`config.mk`:
```
export PLATFORM = sky130hd
export DESIGN_NAME = codec_job_sched
export DESIGN_NICKNAME = d
export VERILOG_FILES = /design/src/rtl/codec_job_pkg.sv /design/src/rtl/cjs_rr_pick.sv /design/src/rtl/cjs_pend_store.sv /design/src/rtl/cjs_busy_ctr.sv /design/src/rtl/codec_job_sched.sv
export SDC_FILE = /design/constraint.sdc
export NUM_CORES = 1
export LEC_CHECK = 0
export BUFFER_PORTS_ARGS = -buffer_cell sky130_fd_sc_hd__clkbuf_2
export CORE_ASPECT_RATIO = 0.5
export CORE_MARGIN = 2
export CORE_UTILIZATION = 31
export CTS_BUF_LIST = sky130_fd_sc_hd__clkbuf_8
export CTS_CLUSTER_SIZE = 12
export DETAILED_ROUTE_END_ITERATION = 10
export PLACE_DENSITY = 0.59
export SYNTH_ARGS = -nofsm -noshare
export SYNTH_HDL_FRONTEND = slang
export SYNTH_HIERARCHICAL = 1
export SYNTH_SLANG_ARGS = --single-unit
```
`constraint.sdc`:
```
create_clock -name clk -period 3.7 [get_ports clk]
set_clock_uncertainty 0.05 [all_clocks]
set_input_delay 0.185 -clock clk [delete_from_list [all_inputs] [get_ports clk]]
set_output_delay 0.185 -clock clk [all_outputs]
set_load 0.05 [all_outputs]
```
`src/rtl/codec_job_pkg.sv`:
```
package codec_job_pkg;

    typedef enum logic [0:0] {
        S_IDLE = 1'b0,
        S_BUSY = 1'b1
    } sched_state_t;

endpackage

```
`src/rtl/cjs_rr_pick.sv`:
```
module cjs_rr_pick #(
    parameter int NUM_CH = 4,
    parameter int CH_W   = 2
)(
    input  logic [NUM_CH-1:0] req,
    input  logic [CH_W-1:0]   last,
    output logic              found,
    output logic [CH_W-1:0]   sel
);

    int idx;

    always_comb begin
        found = 1'b0;
        sel   = '0;
        idx   = 0;
        for (int k = 1; k <= NUM_CH; k++) begin
            idx = int'(last) + k;
            if (idx >= NUM_CH) begin
                idx = idx - NUM_CH;
            end
            if (!found && req[idx]) begin
                found = 1'b1;
                sel   = CH_W'(idx);
            end
        end
    end

endmodule

```
`src/rtl/cjs_pend_store.sv`:
```
module cjs_pend_store #(
    parameter int NUM_CH = 4,
    parameter int CH_W   = 2
)(
    input  logic              clk,
    input  logic              rst_n,
    input  logic              load,
    input  logic [NUM_CH-1:0] enc_in,
    input  logic [NUM_CH-1:0] dec_in,
    input  logic [NUM_CH-1:0] keep,
    input  logic              clr,
    input  logic [CH_W-1:0]   clr_ch,
    input  logic              clr_dec,
    output logic [NUM_CH-1:0] enc_q,
    output logic [NUM_CH-1:0] dec_q
);

    for (genvar c = 0; c < NUM_CH; c++) begin : g_chan
        logic hit;
        assign hit = clr && (clr_ch == CH_W'(c));

        always_ff @(posedge clk) begin
            if (!rst_n) begin
                enc_q[c] <= 1'b0;
                dec_q[c] <= 1'b0;
            end else if (load) begin
                enc_q[c] <= enc_in[c] & keep[c];
                dec_q[c] <= dec_in[c] & keep[c];
            end else if (!keep[c]) begin
                enc_q[c] <= 1'b0;
                dec_q[c] <= 1'b0;
            end else if (hit) begin
                if (clr_dec) begin
                    dec_q[c] <= 1'b0;
                end else begin
                    enc_q[c] <= 1'b0;
                end
            end
        end
    end

    // a tick with nothing ready leaves nothing pending
    a_r2_empty_load: assert property (@(posedge clk) disable iff (!rst_n)
        (load && enc_in == '0 && dec_in == '0) |=> (enc_q == '0 && dec_q == '0));

endmodule

```
`src/rtl/cjs_busy_ctr.sv`:
```
module cjs_busy_ctr #(
    parameter int W = 16
)(
    input  logic         clk,
    input  logic         rst_n,
    input  logic         clr,
    input  logic         inc,
    output logic [W-1:0] count
);

    localparam logic [W-1:0] TOP = {W{1'b1}};

    always_ff @(posedge clk) begin
        if (!rst_n) begin
            count <= '0;
        end else if (clr) begin
            count <= '0;
        end else if (inc && count != TOP) begin
            count <= count + 1'b1;
        end
    end

    a_r9_saturate: assert property (@(posedge clk) disable iff (!rst_n)
        (count == TOP && !clr) |=> (count == TOP));

    a_r9_cleared: assert property (@(posedge clk) disable iff (!rst_n)
        clr |=> (count == '0));

endmodule

```
`src/rtl/codec_job_sched.sv`:
```
module codec_job_sched
    import codec_job_pkg::*;
#(
    parameter int NUM_CH = 4,
    parameter int CYC_W  = 16,
    localparam int CH_W  = (NUM_CH > 1) ? $clog2(NUM_CH) : 1,
    localparam int CNT_W = $clog2(NUM_CH + 1)
)(
    input  logic              clk,
    input  logic              rst_n,
    input  logic              frame_tick,
    input  logic [NUM_CH-1:0] enc_ready,
    input  logic [NUM_CH-1:0] dec_ready,
    input  logic              cfg_load,
    input  logic [CNT_W-1:0]  cfg_count,
    input  logic              job_done,
    output logic              job_start,
    output logic [CH_W-1:0]   job_ch,
    output logic              job_decode,
    output logic              job_busy,
    output logic [CYC_W-1:0]  busy_cycles,
    output logic              deadline_miss
);

    localparam logic [CNT_W-1:0] MAX_CNT = CNT_W'(NUM_CH);

    sched_state_t      state, state_nxt;
    logic [CNT_W-1:0]  act_q;
    logic [NUM_CH-1:0] ch_mask;
    logic [NUM_CH-1:0] enc_q, dec_q, req;
    logic [CH_W-1:0]   last_q, pick;
    logic              found, grant, grant_dec;

    // active-channel count register
    always_ff @(posedge clk) begin
        if (!rst_n) begin
            act_q <= MAX_CNT;
        end else if (cfg_load) begin
            act_q <= (cfg_count > MAX_CNT) ? MAX_CNT : cfg_count;
        end
    end

    for (genvar c = 0; c < NUM_CH; c++) begin : g_mask
        assign ch_mask[c] = (CNT_W'(c) < act_q);
    end

    assign req = (enc_q | dec_q) & ch_mask;

    cjs_pend_store #(.NUM_CH(NUM_CH), .CH_W(CH_W)) u_pend (
        .clk     (clk),
        .rst_n   (rst_n),
        .load    (frame_tick),
        .enc_in  (enc_ready),
        .dec_in  (dec_ready),
        .keep    (ch_mask),
        .clr     (grant),
        .clr_ch  (pick),
        .clr_dec (grant_dec),
        .enc_q   (enc_q),
        .dec_q   (dec_q)
    );

    cjs_rr_pick #(.NUM_CH(NUM_CH), .CH_W(CH_W)) u_pick (
        .req   (req),
        .last  (last_q),
        .found (found),
        .sel   (pick)
    );

    assign grant_dec = !enc_q[pick];
    assign grant     = !frame_tick && found &&
                       ((state == S_IDLE) || (state == S_BUSY && job_done));

    // state register
    always_ff @(posedge clk) begin
        if (!rst_n) begin
            state <= S_IDLE;
        end else begin
            state <= state_nxt;
        end
    end

    // transitions: launch, chain, retire, wait, rest
    always_comb begin
        state_nxt = state;
        unique case (state)
            S_IDLE: begin
                if (grant) begin
                    state_nxt = S_BUSY;
                end
            end
            S_BUSY: begin
                if (job_done) begin
                    state_nxt = grant ? S_BUSY : S_IDLE;
                end
            end
            default: state_nxt = S_IDLE;
        endcase
    end

    // outputs
    always_ff @(posedge clk) begin
        if (!rst_n) begin
            job_start     <= 1'b0;
            job_ch        <= '0;
            job_decode    <= 1'b0;
            last_q        <= CH_W'(NUM_CH - 1);
            deadline_miss <= 1'b0;
        end else begin
            job_start <= grant;
            if (grant) begin
                job_ch     <= pick;
                job_decode <= grant_dec;
                last_q     <= pick;
            end
            if (frame_tick) begin
                deadline_miss <= (|req) || (state == S_BUSY && !job_done);
            end
        end
    end

    assign job_busy = (state == S_BUSY);

    cjs_busy_ctr #(.W(CYC_W)) u_busy (
        .clk   (clk),
        .rst_n (rst_n),
        .clr   (frame_tick),
        .inc   (state == S_BUSY),
        .count (busy_cycles)
    );

    // a launch only when the engine was free or just finished
    a_r5_single_job: assert property (@(posedge clk) disable iff (!rst_n)
        job_start |-> $past(!job_busy || job_done));

    // outstanding job holds until done
    a_r5_hold_busy: assert property (@(posedge clk) disable iff (!rst_n)
        (job_busy && !job_done) |=> job_busy);

    // chained grant right after done
    a_r6_chain: assert property (@(posedge clk) disable iff (!rst_n)
        (job_busy && job_done && !frame_tick && (|req)) |=> job_start);

    // no launch from a tick cycle
    a_r7_tick_quiet: assert property (@(posedge clk) disable iff (!rst_n)
        frame_tick |=> !job_start);

    // leftover work at a tick raises the flag
    a_r8_miss: assert property (@(posedge clk) disable iff (!rst_n)
        (frame_tick && (|req)) |=> deadline_miss);

    // launched channel lies below the active count
    a_r10_in_range: assert property (@(posedge clk) disable iff (!rst_n)
        job_start |-> (int'(job_ch) < int'($past(act_q))));

endmodule

```
# After elaboration in Yosys (flattened, before gate mapping)
# Cells that the tools add are included.
[classes]
magnitude_cmp = 14
reduce_logical = 31
n_eq_ne = 16
n_addsub = 9
n_bitwise = 12
n_mux = 56
[op_table]
columns = ["cell", "n"]
rows = [
  ["32-bit by 4-bit greater-or-equal comparator with 1-bit output, second input constant", 4],
  ["32-bit by 4-bit < comparator with 1-bit output, second input constant", 4],
  ["32-bit 2-to-1 mux", 4],
  ["32-bit by 4-bit subtractor with 32-bit output, second input constant", 4],
  ["1-bit 2-to-1 mux", 41],
  ["3-bit by 2-bit != test with 1-bit output, second input constant", 8],
  ["16-bit by 1-bit adder with 16-bit output, second input constant", 1],
  ["16-bit != test, second input constant", 1],
  ["2-bit AND reduction", 8],
  ["1-bit logical AND", 12],
  ["3-bit != test, second input constant", 4],
  ["1-bit binary-select mux with 2-bit select", 5],
  ["1-bit bitwise AND", 8],
  ["2-bit 2-to-1 mux", 4],
  ["2-bit by 2-bit adder with 3-bit output, second input constant", 2],
  ["1-bit zero test", 6],
  ["1-bit by 3-bit < comparator with 1-bit output, first input constant", 2],
  ["2-bit by 3-bit < comparator with 1-bit output, first input constant", 2],
  ["2-bit by 3-bit adder with 4-bit output, second input constant", 1],
  ["4-bit bitwise AND", 1],
  ["2-bit == test, second input constant", 2],
  ["4-bit bitwise OR", 1],
  ["4-bit OR reduction", 1],
  ["2-bit by 1-bit adder with 3-bit output, second input constant", 1],
  ["9 further kinds", 11],
]
[word_totals]
elab_cells = 154
input_bits = 16
output_inout_bits = 22
reg_bits = 35

# Longest topological paths before layout
[depth]
ltp_word = 22
mapped_depth = 9
depth_no_buf = 9

# By module
# Netlist, hierarchy kept.
[by_module_without_submodules]
columns = ["mod", "instances", "area_each_um2", "cells_each", "seq_area_each_um2"]
rows = [
  ["cjs_busy_ctr", 1, 864.6, 91, 320.3],
  ["codec_job_sched", 1, 499.2, 56, 220.2],
  ["cjs_pend_store", 1, 439.2, 43, 160.2],
  ["cjs_rr_pick", 1, 91.3, 14, 0.0],
]

# Worst setup path before layout
# No wires, ideal clock.
[synth_path]
path_kind = "register to register"
from = "register act_q[2]"
to = "register u_pend.dec_q[0]"
required_ps = 3533
stages_incl_launch_ff = 9
arrival_time_ps = 2218
setup_slack_ps = 1315
setup_time_ps = 117
path_buffers = 0
cell_sequence = "dfxtp_1 o32a_1 a21oi_1 a31oi_1 a21oi_1 mux4_2 inv_1 and4bb_1 o21ai_1"
[synth_via]
elab_cells_between_ends = 43
cone_classes = "order compare: 4; eq/ne: 2; mux: 24; bitwise: 2; reduce/logical: 11"
[synth_lines]
columns = ["element", "line_no", "source"]
rows = [
  ["start: declaration", "codec_job_sched.sv:28", "logic [CNT_W-1:0] act_q;"],
  ["start signal: assignment", "codec_job_sched.sv:39", "act_q <= (cfg_count > MAX_CNT) ? MAX_CNT : cfg_count;"],
  ["1-bit by 3-bit < comparator with 1-bit output (*)", "codec_job_sched.sv:44", "assign ch_mask[c] = (CNT_W'(c) < act_q);"],
  ["4-bit bitwise AND (*)", "codec_job_sched.sv:47", "assign req = (enc_q | dec_q) & ch_mask;"],
  ["via req[0]", "codec_job_sched.sv:30", "logic [NUM_CH-1:0] enc_q, dec_q, req;"],
  ["1-bit binary-select mux with 2-bit select", "cjs_rr_pick.sv:22", "if (!found && req[idx]) begin"],
  ["1-bit 2-to-1 mux (not written as such) (2 in a row)", "cjs_rr_pick.sv:22", ""],
  ["1-bit 2-to-1 mux", "cjs_rr_pick.sv:22", ""],
  ["1-bit zero test", "cjs_rr_pick.sv:22", ""],
  ["1-bit logical AND", "cjs_rr_pick.sv:22", ""],
  ["[4 not listed]", "--", ""],
  ["1-bit zero test", "cjs_rr_pick.sv:22", ""],
  ["1-bit logical AND", "cjs_rr_pick.sv:22", ""],
  ["2-bit 2-to-1 mux (*)", "cjs_rr_pick.sv:22", ""],
  ["via pick[1]", "codec_job_sched.sv:31", "logic [CH_W-1:0] last_q, pick;"],
  ["1-bit binary-select mux with 2-bit select or 2-bit zero test (tied branches)", "codec_job_sched.sv:70, cjs_pend_store.sv:20", ""],
  ["1-bit 2-to-1 mux (not written as such) or 1-bit logical AND (tied branches)", "codec_job_sched.sv:70, cjs_pend_store.sv:20", ""],
  ["3-bit != test (no source line) or 3-bit by 2-bit != test with 1-bit output (tied branches)", "--", ""],
  ["2-bit AND reduction (no source line) (*)", "--", ""],
  ["end signal: indexed assignment", "cjs_pend_store.sv:28", "dec_q[c] <= dec_in[c] & keep[c];"],
  ["end: declaration", "cjs_pend_store.sv:15", "output logic [NUM_CH-1:0] dec_q"],
]
# Mark *: on every way through the listed nets, which the timed path passes. The rest lies on a longest branch. The select of a mux whose other input is x is not followed.
# A chain may end at the register's enable or synchronous reset.

# Worst setup path in the final report
[layout_path]
from = "register act_q[2]"
to = "register u_pend.dec_q[3]"
[layout_via]
elab_cells_between_ends = 43
cone_classes = "order compare: 4; eq/ne: 3; mux: 24; bitwise: 2; reduce/logical: 10"
[layout_lines]
columns = ["element", "line_no"]
rows = [
  ["1-bit by 3-bit < comparator with 1-bit output (*)", "codec_job_sched.sv:44"],
  ["4-bit bitwise AND (*)", "codec_job_sched.sv:47"],
  ["via req[0]", "codec_job_sched.sv:30"],
  ["1-bit binary-select mux with 2-bit select", "cjs_rr_pick.sv:22"],
  ["1-bit 2-to-1 mux (not written as such) (2 in a row)", "cjs_rr_pick.sv:22"],
  ["1-bit 2-to-1 mux", "cjs_rr_pick.sv:22"],
  ["1-bit zero test", "cjs_rr_pick.sv:22"],
  ["1-bit logical AND", "cjs_rr_pick.sv:22"],
  ["[4 not listed]", "--"],
  ["1-bit zero test", "cjs_rr_pick.sv:22"],
  ["1-bit logical AND", "cjs_rr_pick.sv:22"],
  ["2-bit 2-to-1 mux (*)", "cjs_rr_pick.sv:22"],
  ["via pick[1]", "codec_job_sched.sv:31"],
  ["1-bit binary-select mux with 2-bit select or 2-bit == test (tied branches)", "codec_job_sched.sv:70, cjs_pend_store.sv:20"],
  ["1-bit 2-to-1 mux (not written as such) or 1-bit logical AND (tied branches)", "codec_job_sched.sv:70, cjs_pend_store.sv:20"],
  ["3-bit != test (no source line) or 3-bit by 2-bit != test with 1-bit output (tied branches)", "--"],
  ["2-bit AND reduction (no source line) (*)", "--"],
]
# Marks and branches as above.

==> results.toml <==
[timing]
max_slew_margin_pct = 57.7
fin_tns_setup_ps = 0
min_period_ps = 2750
worst_pin_slew_ps = 635
rsz0062_at_grt = "false"
fmax_mhz = 364
finalHoldViolations = 0
fin_crit_sh_pct = 74.3
drv_slew = 0
setup_viol = 0

[cells_and_area]
finalNonFillerCells = 321
postLayoutCellArea_sq_um = 2220
multi_input_area_sq_um = 1130
fill_cells = 630
antenna_cells = 0
seqCellArea_sq_um = 701
areaGrowthSynthToFinish_pct = 17.0
drive_gt1_share_pct = 23.0
nets = 260

[critical_path]
cp-start-kind = "flop"
cp-endpoint = "u_pend/dec_q[3]"
reg2reg_to = "u_pend/dec_q[3]"
crit_start = "act_q[2]"
worstPathRequired_ps = 3830
r2r-start = "act_q[2]"
endpoint_kind = "flop"
crit_cells = 8
worstPathArrival_ps = 2880
cp_top_family = "compound AO/OA/AOI/OAI gates"
crit_fanout = 11
path_cells = "o32a_1 > a21oi_1 > a31oi_1 > a21oi_1 > mux4_2 > inv_1 > and4_1 > o21ai_0"
rr_worst_depth = 8
path_buf_inv = 1
criticalPathCategory = "flop to flop"
cp_common_cell = "a21oi_1"
slowest_delay_ps = 590
slowest_stage = "mux4_2"
rrSetupSlack_ps = 950

[die]
dieArea_sq_um = 6790
fp.dieW_microns = 115
start_util_pct = 31.7
fp.dieH_microns = 59.3
std_cell_rows = 20
num_io_pins = 38
core_area_sq_um = 5980

[clock_tree]
cts_buffers = 5
cts_htree_levels = 2
post-cts-setup-buffers = 0
clk-insertion-delay-late_ps = 290
clock_sinks = 35
cts_tree = "done"
cts_resized = 0
cts-hold-fix-buffers = 0
clk_pin_slew_worst_paths_ps = 70
root_buffer = "clkbuf_8"
cts_max_path_buffers = 2

[global_route]
grt_pass1_vias = 1583
grt_first_pass_wirelength_microns = 7420
grt_usage_pct = 14.0
grt_max_degree = 30
grt_overflow = 0
antenna_found_initial = 0

[synth]
synth_ff_type = "dfxtp_1"
netlist_instances = 204
yosys-top-cells-area = "dfxtp_1 37%, nand4b_1 3.7%, nand4_1 3.3%"
synth_area_per_cell_sq_um = 9.29
seq_area_frac_synth_pct = 37.0
async_flop_share_pct = 0
synth_most_common_cell = "dfxtp_1"
synth_top_area_cell = "dfxtp_1"
synth_edf_count = 0
syn_nets = 221
synth-seq-cells = 35
synth_cell_types = 57
synth_common_cells = "35 x dfxtp_1, 16 x nor2_1, 12 x o21ai_0"
yosysWarningCount = 6
syn_area_sq_um = 1890
synth_top_area_share_pct = 37.0

[hold_path]
hold_class = "primary input to flop"

[drt]
route.detailed.drc = 0
wl_per_cell_microns = 14.0
wl_microns = 4510
vias = 1728
first_pass_iters = 4
vias_per_cell = 5.38
antenna_left = 0
drt_iter0_markers = 84

[place]
dp_cells = 313
placed_area_sq_um = 2130
dp_hpwl_microns = 3190
port_buffers = 37
place.gp.congestion = 0.887

[job]
drv_cap = 0

[power]
power.clock.fraction_pct = 32.7
p_per_area_nw_per_um2 = 369
ir_drop_v = 0.000147
netSwitchingFraction_pct = 30.0
pwr-share-seq_pct = 50.0
comb_power_share_pct = 17.4
cellInternalPower_mw = 0.573
total_power_mw = 0.819
switchingPower_mw = 0.245
leakagePower_nw = 0.886

[status]
status = "complete, no violations"
==> tightest hold or removal path: stages <==
cell and delay [ps]:
clkbuf_2 80, nand4_1 70, o21ai_1 60
==> metrics by stage <==
| stage | setup slack (ps) | util (%) | hold slack [ps] |
|---|---|---|---|
| after floorplan | 1320 | - | 289 |
| after CTS | 956 | 37.1 | 85.5 |
| final | 951 | 37.1 | 88.8 |
| after global routing | 714 | 37.1 | 93.1 |
| after detailed placement | 964 | 35.7 | 399 |
| after global placement | 1040 | 35.7 | 393 |
==> worst min path at each step <==
stage | start | end | slack [ps] | cells after the start
floorplan | rst_n | job_ch[0] | 290 | 1
global placement | cfg_count[0] | act_q[0] | 390 | 3
detailed placement | cfg_count[0] | act_q[0] | 400 | 3
CTS | enc_ready[1] | u_pend/enc_q[1] | 90 | 3
global route | enc_ready[0] | u_pend/enc_q[0] | 90 | 3
finish | enc_ready[1] | u_pend/enc_q[1] | 90 | 3
==> logic make-up after synthesis <==
group	Yosys count	synth area share [%]
adders and majority gates	1	0.660
muxes	3	2.25
buffers and inverters	11	3.37
xor gates and xnor gates	4	1.85
AOI/OAI and AO/OA	53	20.3
DFF	35	37.0
and+or+nand+nor	97	34.5
==> registers in the layout, indices dropped and copies added (netlist names) <==
signal,flops
u_busy/count,16
u_pend/dec_q,4
job_start,1
u_pend/enc_q,4
deadline_miss,1
act_q,3
job_ch,2
job_busy,1
job_decode,1
last_q,2
==> metal layers <==
| layer | part of all wire [%] | global-route usage [%] |
|---|---|---|
| met1 | 50 | 17.9 |
| met2 | 43 | 22.5 |
| met3 | 5.1 | 3.89 |
| met4 | 1.8 | 6.27 |
| met5 | 0 | 0 |
==> power by group through the flow <==
stage	clock network (mW)	registers (mW)	logic (mW)
after floorplan	0	0.438	0.0864
after global placement	0	0.417	0.141
after detailed placement	0	0.418	0.142
after CTS	0.275	0.409	0.143
after global routing	0.292	0.412	0.155
final	0.268	0.409	0.142
==> cell usage in the layout, fill, tap and decap left out, drive strengths merged, types with 2 or more instances in the layout <==
cell    synthesis  layout
mux2i           2       2
and2            4       4
o41ai           3       3
or4             2       2
nand2b          7       7
a21boi          3       3
nor2b           6       6
and4b           3       3
dfxtp          35      35
and4bb          3       3
a21oi          10      10
nand4          12      12
o311ai          3       3
nand2           7       7
xor2            3       3
nor4b           2       2
nor2           16      16
and3            2       2
clkbuf          2      42
or3             3       3
nor3            2       2
o211a           2       2
nand4b          8       8
inv             6       8
o21ai          18      18
and4            4       4
nor4            3       3
nand3          10      10
o21a            2       2
o31ai           2       2
==> layout make-up <==
type | count | area share (%)
multi-input cells | 158 | 51.0
well taps | 77 | 4.35
inverters | 6 | 1.02
flip-flops and latches | 35 | 31.6
clock inverters | 3 | 0.565
clock buffers | 5 | 3.11
repair buffers | 37 | 8.36
Note: power is estimated with default switching activity, not from simulation.
